--- src/rtl/tgl_pkg.sv ---
package tgl_pkg;
    typedef enum logic {
        EDGE_ANY  = 1'b0,
        EDGE_RISE = 1'b1
    } edge_mode_e;

    typedef enum logic {
        ACC_RUN  = 1'b0,
        ACC_FULL = 1'b1
    } acc_state_e;
endpackage

--- src/rtl/tgl_weight_bank.sv ---
module tgl_weight_bank #(
    parameter int WIDTH = 16,
    parameter int WGT_W = 8,
    parameter int IDX_W = 4
) (
    input  logic                   clk,
    input  logic                   rst_n,
    input  logic                   wr_en,
    input  logic [IDX_W-1:0]       wr_idx,
    input  logic [WGT_W-1:0]       wr_val,
    output logic [WIDTH*WGT_W-1:0] wgt_flat
);
    localparam logic [WGT_W-1:0] WGT_RESET = WGT_W'(1);

    for (genvar i = 0; i < WIDTH; i++) begin : g_wgt
        logic [WGT_W-1:0] w_q;
        logic             hit;

        assign hit = wr_en && (wr_idx == IDX_W'(i));

        always_ff @(posedge clk or negedge rst_n) begin
            if (!rst_n) begin
                w_q <= WGT_RESET;
            end else if (hit) begin
                w_q <= wr_val;
            end
        end

        assign wgt_flat[i*WGT_W +: WGT_W] = w_q;


        wgt_load_chk: assert property (@(posedge clk) disable iff (!rst_n)
            (wr_en && wr_idx == IDX_W'(i)) |=> (wgt_flat[i*WGT_W +: WGT_W] == $past(wr_val)));


        wgt_hold_chk: assert property (@(posedge clk) disable iff (!rst_n)
            !(wr_en && wr_idx == IDX_W'(i)) |=> $stable(wgt_flat[i*WGT_W +: WGT_W]));
    end
endmodule

--- src/rtl/tgl_word_sum.sv ---
module tgl_word_sum #(
    parameter int WIDTH  = 16,
    parameter int WGT_W  = 8,
    parameter int WSUM_W = 12
) (
    input  logic [WIDTH-1:0]       cur,
    input  logic [WIDTH-1:0]       nxt,
    input  logic                   rise_only,
    input  logic                   en,
    input  logic [WIDTH*WGT_W-1:0] wgt_flat,
    output logic [WSUM_W-1:0]      wsum
);
    logic [WIDTH-1:0]  flips;
    logic [WSUM_W-1:0] acc;

    always_comb begin
        flips = cur ^ nxt;
        if (rise_only) begin
            flips = flips & nxt;
        end
        acc = '0;
        for (int i = 0; i < WIDTH; i++) begin
            if (flips[i]) begin
                acc = acc + WSUM_W'(wgt_flat[i*WGT_W +: WGT_W]);
            end
        end
        wsum = en ? acc : '0;
    end
endmodule

--- src/rtl/tgl_accum.sv ---
module tgl_accum
    import tgl_pkg::*;
#(
    parameter int SUM_W   = 14,
    parameter int TOTAL_W = 32
) (
    input  logic               clk,
    input  logic               rst_n,
    input  logic               clr,
    input  logic [SUM_W-1:0]   sum_in,
    output logic [SUM_W-1:0]   cyc_q,
    output logic [TOTAL_W-1:0] total_q
);
    localparam logic [TOTAL_W-1:0] TOT_MAX = '1;

    acc_state_e         state_q, state_d;
    logic [TOTAL_W:0]   wide;
    logic               reach;

    assign wide  = {1'b0, total_q} + (TOTAL_W+1)'(sum_in);
    assign reach = (wide >= {1'b0, TOT_MAX});

    always_comb begin
        state_d = state_q;
        unique case (state_q)
            ACC_RUN:  if (!clr && reach) state_d = ACC_FULL;
            ACC_FULL: if (clr)           state_d = ACC_RUN;
            default:                     state_d = ACC_RUN;
        endcase
    end

    always_ff @(posedge clk or negedge rst_n) begin
        if (!rst_n) state_q <= ACC_RUN;
        else        state_q <= state_d;
    end

    always_ff @(posedge clk or negedge rst_n) begin
        if (!rst_n) begin
            cyc_q   <= '0;
            total_q <= '0;
        end else if (clr) begin
            cyc_q   <= '0;
            total_q <= '0;
        end else begin
            cyc_q <= sum_in;
            unique case (state_q)
                ACC_RUN:  total_q <= reach ? TOT_MAX : wide[TOTAL_W-1:0];
                ACC_FULL: total_q <= TOT_MAX;
                default:  total_q <= TOT_MAX;
            endcase
        end
    end


    clr_zero_chk: assert property (@(posedge clk) disable iff (!rst_n)
        clr |=> (cyc_q == '0 && total_q == '0));


    no_decrease_chk: assert property (@(posedge clk) disable iff (!rst_n)
        !clr |=> (total_q >= $past(total_q)));


    full_hold_chk: assert property (@(posedge clk) disable iff (!rst_n)
        (state_q == ACC_FULL) |-> (total_q == TOT_MAX));


    cyc_track_chk: assert property (@(posedge clk) disable iff (!rst_n)
        !clr |=> (cyc_q == $past(sum_in)));
endmodule

--- src/rtl/tgl_activity_meter.sv ---
module tgl_activity_meter
    import tgl_pkg::*;
#(
    parameter int NWORDS  = 4,
    parameter int WIDTH   = 16,
    parameter int WGT_W   = 8,
    parameter int TOTAL_W = 32,
    localparam int IDX_W  = (WIDTH > 1) ? $clog2(WIDTH) : 1,
    localparam int SUM_W  = $clog2(NWORDS*WIDTH*((1 << WGT_W) - 1) + 1)
) (
    input  logic                     clk,
    input  logic                     rst_n,
    input  logic                     clr,
    input  logic                     up_mode,
    input  logic [NWORDS-1:0]        incl_mask,
    input  logic [NWORDS-1:0]        upd_vld,
    input  logic [NWORDS*WIDTH-1:0]  cur_bus,
    input  logic [NWORDS*WIDTH-1:0]  nxt_bus,
    input  logic                     wgt_we,
    input  logic [IDX_W-1:0]         wgt_idx,
    input  logic [WGT_W-1:0]         wgt_val,
    output logic [SUM_W-1:0]         cyc_act,
    output logic [TOTAL_W-1:0]       run_total
);
    localparam int WSUM_W = $clog2(WIDTH*((1 << WGT_W) - 1) + 1);

    edge_mode_e                 mode;
    logic [WIDTH*WGT_W-1:0]     wgt_flat;
    logic [NWORDS-1:0]          word_en;
    logic [NWORDS*WSUM_W-1:0]   wsums;
    logic [SUM_W-1:0]           cyc_sum;

    assign mode = edge_mode_e'(up_mode);

    tgl_weight_bank #(
        .WIDTH (WIDTH),
        .WGT_W (WGT_W),
        .IDX_W (IDX_W)
    ) u_wbank (
        .clk      (clk),
        .rst_n    (rst_n),
        .wr_en    (wgt_we),
        .wr_idx   (wgt_idx),
        .wr_val   (wgt_val),
        .wgt_flat (wgt_flat)
    );

    for (genvar w = 0; w < NWORDS; w++) begin : g_word
        assign word_en[w] = upd_vld[w] && ((incl_mask == '0) || incl_mask[w]);

        tgl_word_sum #(
            .WIDTH  (WIDTH),
            .WGT_W  (WGT_W),
            .WSUM_W (WSUM_W)
        ) u_wsum (
            .cur       (cur_bus[w*WIDTH +: WIDTH]),
            .nxt       (nxt_bus[w*WIDTH +: WIDTH]),
            .rise_only (mode == EDGE_RISE),
            .en        (word_en[w]),
            .wgt_flat  (wgt_flat),
            .wsum      (wsums[w*WSUM_W +: WSUM_W])
        );
    end

    always_comb begin
        cyc_sum = '0;
        for (int w = 0; w < NWORDS; w++) begin
            cyc_sum = cyc_sum + SUM_W'(wsums[w*WSUM_W +: WSUM_W]);
        end
    end

    tgl_accum #(
        .SUM_W   (SUM_W),
        .TOTAL_W (TOTAL_W)
    ) u_accum (
        .clk     (clk),
        .rst_n   (rst_n),
        .clr     (clr),
        .sum_in  (cyc_sum),
        .cyc_q   (cyc_act),
        .total_q (run_total)
    );


    no_valid_chk: assert property (@(posedge clk) disable iff (!rst_n)
        (!clr && upd_vld == '0) |=> (cyc_act == '0));


    mask_off_chk: assert property (@(posedge clk) disable iff (!rst_n)
        (!clr && incl_mask != '0 && (incl_mask & upd_vld) == '0) |=> (cyc_act == '0));


    rise_none_chk: assert property (@(posedge clk) disable iff (!rst_n)
        (!clr && up_mode && ((~cur_bus & nxt_bus) == '0)) |=> (cyc_act == '0));


    still_chk: assert property (@(posedge clk) disable iff (!rst_n)
        (!clr && cur_bus == nxt_bus) |=> (cyc_act == '0));
endmodule

--- config.mk ---
export PLATFORM = sky130hd
export DESIGN_NAME = tgl_activity_meter
export DESIGN_NICKNAME = d
export VERILOG_FILES = /design/src/rtl/tgl_pkg.sv /design/src/rtl/tgl_weight_bank.sv /design/src/rtl/tgl_word_sum.sv /design/src/rtl/tgl_accum.sv /design/src/rtl/tgl_activity_meter.sv
export SDC_FILE = /design/constraint.sdc
export NUM_CORES = 2
export LEC_CHECK = 0
export BUFFER_PORTS_ARGS = -buffer_cell sky130_fd_sc_hd__clkbuf_2
export CORE_AREA = 3 3 284 286
export DETAILED_ROUTE_END_ITERATION = 10
export DIE_AREA = 0 0 287 289
export PLACE_DENSITY = 0.74
export SLEW_MARGIN = 20
export SYNTH_ARGS = -nofsm -noshare
export SYNTH_HDL_FRONTEND = slang
export SYNTH_SLANG_ARGS = --single-unit
--- constraint.sdc ---
create_clock -name clk -period 19.6 [get_ports clk]
set_clock_uncertainty 0.1 [all_clocks]
set_input_delay 0.98 -clock clk [delete_from_list [all_inputs] [get_ports clk]]
set_output_delay 0.98 -clock clk [all_outputs]
set_load 0.005 [all_outputs]
==> out/qor.yml <==
routedWlPerCell_um: 19.4
cts.sinks: 175
yosys_warnings: 0
synth_compound_area_share_pct: 23.2
yosys.area.top_type: "ha_1"
syn_nets: 5711
finalHoldViolCount: 0
hpwl_um: 98700
synth.avg_cell_area_um2: 7.99
synth.distinct_cells: 99
start_kind: "input port"
io_buffer_count: 198
cts_root_buf: "clkbuf_16"
place_inst: 6222
yosysMostFrequentCell: "ha_1"
min_path_type: "in2async"
wirelength_um: 123000
num-fill-cells: 7038
syn-instance-count: 4898
rows: 103
die_y_um: 289
ctsHoldBuffers: 0
drv_cap: 0
slew_headroom_pct: 18.9
dr.pass1.iters: 5
fin_crit_sh_pct: 96.8
vias: 37500
grt_usage_pct: 28.0
grt_overflow: 0
cp_common_cell: "ha_1"
r2r_start: "u_wbank.g_wgt[0].w_q[0]"
async_reset_ff_share_pct: 100
cts_buffers: 17
end_kind: "flop"
clk_pin_slew_ns: 0.09
cts_tree: "done"
synth_enable_flop_cells: 0
worst_pin_slew_ns: 1.18
insertion_delay_ns: 0.49
start_util_pct: 49.8
die_w_um: 287
drive_gt1_share_pct: 21.9
synth.area.mux_share_pct: 12.1
setup.worst_path.class: "in2reg"
cts_buffer_depth: 2
synth_area_leaders: "ha_1 (19%), dfrtp_1 (10%), mux2_2 (8.9%), xnor2_1 (7.0%), a21oi_1 (5.4%)"
synth-seq-cells: 175
place_congestion: 0.954
syn_area_um2: 39100
crit_slowest_cell: "fa_1"
outcome: "finished clean"
layout.cells.non_filler: 6315
drt_iter0_drc: 2612
ys_top_cells_by_count: "ha_1 (585), inv_1 (477), a21oi_1 (420)"
synth-adder-area-share_pct: 22.8
antenna_found_initial: 1
cp_max_fo: 4
synthXorXnorAreaFrac_pct: 10.3
ant_nets: 0
grt_max_degree: 74
ios: 199
synth_top_family_by_area: "compound AO/OA/AOI/OAI gates"
core_area_um2: 78600
avgViaCountPerCell: 5.94
die-area_um2: 82900
setup_viol: 0
synth-seq-area-share_pct: 11.2
worst_path_largest_cell_delay_ns: 0.53
synth-simple-area-share_pct: 14.5
place_area_um2: 42200
fin_area_um2: 45000
syn_to_final_growth_pct: 15.1
nets: 6062
grt_pass1_wl_um: 186000
min_period_ns: 18.98
drc: 0
required_ns: 19.89
grt_pass1_vias: 35100
drv_slew: 0
htreeDepth: 4
synth_top_area_share_pct: 18.7
worstPathArrival_ns: 19.27
synth_ff_type: "dfrtp_1"
max_freq_mhz: 52.7
r2r_setup_slack_ns: 1.09
startpoint: "cur_bus[16]"
-- area by class of cell --
class / count / area, um2 / area share, %
Multi-Input combinational cell: 4161 / 34200 / 76.1
Antenna cell: 3 / 7.51 / 0.0167
Tap cell: 1050 / 1310 / 2.92
Timing Repair Buffer: 415 / 2630 / 5.85
Clock buffer: 17 / 425 / 0.945
Clock inverter: 15 / 199 / 0.442
Sequential cell: 175 / 4400 / 9.77
Inverter: 479 / 1800 / 3.99
-- final timing paths --
kind | endpoint | cells after the start
worst max-delay path | u_accum.state_q | 91
worst min-delay path | u_accum.total_q[29] | 1
worst max register to register | u_accum.state_q | 81
worst min register to register | u_wbank.g_wgt[0].w_q[1] | 1
max in group asynchronous | u_wbank.g_wgt[10].w_q[1] | 2
min in group clk | u_wbank.g_wgt[0].w_q[1] | 1
-- sequential cells by signal, summed over array words and instances (netlist names) --
register	flops
u_accum.state_q	1
u_accum.total_q	32
u_wbank.g_wgt.w_q	128
u_accum.cyc_q	14
-- placed cells by master (no fill, tap or decap), types with 51 or more instances in the layout --
master    instances
mux2_2          308
xnor2_1         301
nand2b_1         58
nand2_1         276
a21oi_1         339
fa_1             73
a21o_1          167
a21oi_2          82
nor3_1           72
nor2b_1         129
o21a_1          107
mux2i_1          64
ha_1            524
ha_4             56
buf_4           217
nor2_1          403
nand3_1          51
inv_1           474
xor2_1          105
o21ai_0         261
dfrtp_1         159
clkbuf_2        196
o21bai_1         95
-- timing repair --
item | 4_1_cts | 5_1_grt
pin swaps | 0 | 105
buffers inserted | 0 | 58
resized for setup | 2 | 360
endpoints found under the hold margin | 0 | 0
cloned | 0 | 0
endpoints found under the setup margin | 1 | 33
-- per-layer routing --
layer / part of all wire [%] / vias up / routed length, um / global-route usage [%]
met4: 4.6 / 0 / 5630 / 12.2
met1: 43 / 17900 / 53200 / 36.9
li1: - / 18100 / - / -
met5: 0 / - / 0 / 0
met2: 46 / 1199 / 56400 / 46.8
met3: 5.9 / 245 / 7260 / 2.66
-- cell families (layout without fill, tap and decap cells) --
family	Yosys count	count (layout)
AOI/OAI and AO/OA	1436	1436
xor gates and xnor gates	440	440
adders and majority gates	670	670
buffers and inverters	562	926
DFF	175	175
muxes	418	418
other	0	3
and+or+nand+nor	1197	1197
-- stage by stage --
stage               TNS (ns)  hold slack, ns  setup WS (ns)  utilization [%]
global placement     -0.0140           0.497        -0.0140             53.7
global route           -5.06           0.458         -0.285             57.2
floorplan                  0           0.425           1.27                -
finish                     0           0.398          0.620             57.3
detailed placement     -7.00           0.503         -0.418             53.7
CTS                        0           0.422         0.0235             54.5
-- worst max-delay path: cells and delay by family --
kind | cells | cell delay [ns]
multiplexers | 8 | 2.34
AO/OA/AOI/OAI | 17 | 3.31
XOR/XNOR | 14 | 1.99
AND/OR/NAND/NOR | 17 | 2.25
buffers and inverters | 14 | 1.24
adder cells (fa/ha/maj) | 21 | 7.16
Power is left out: the tool's default activity adds up to more than one toggle a clock period on the data nets, which glitch-free logic cannot reach.
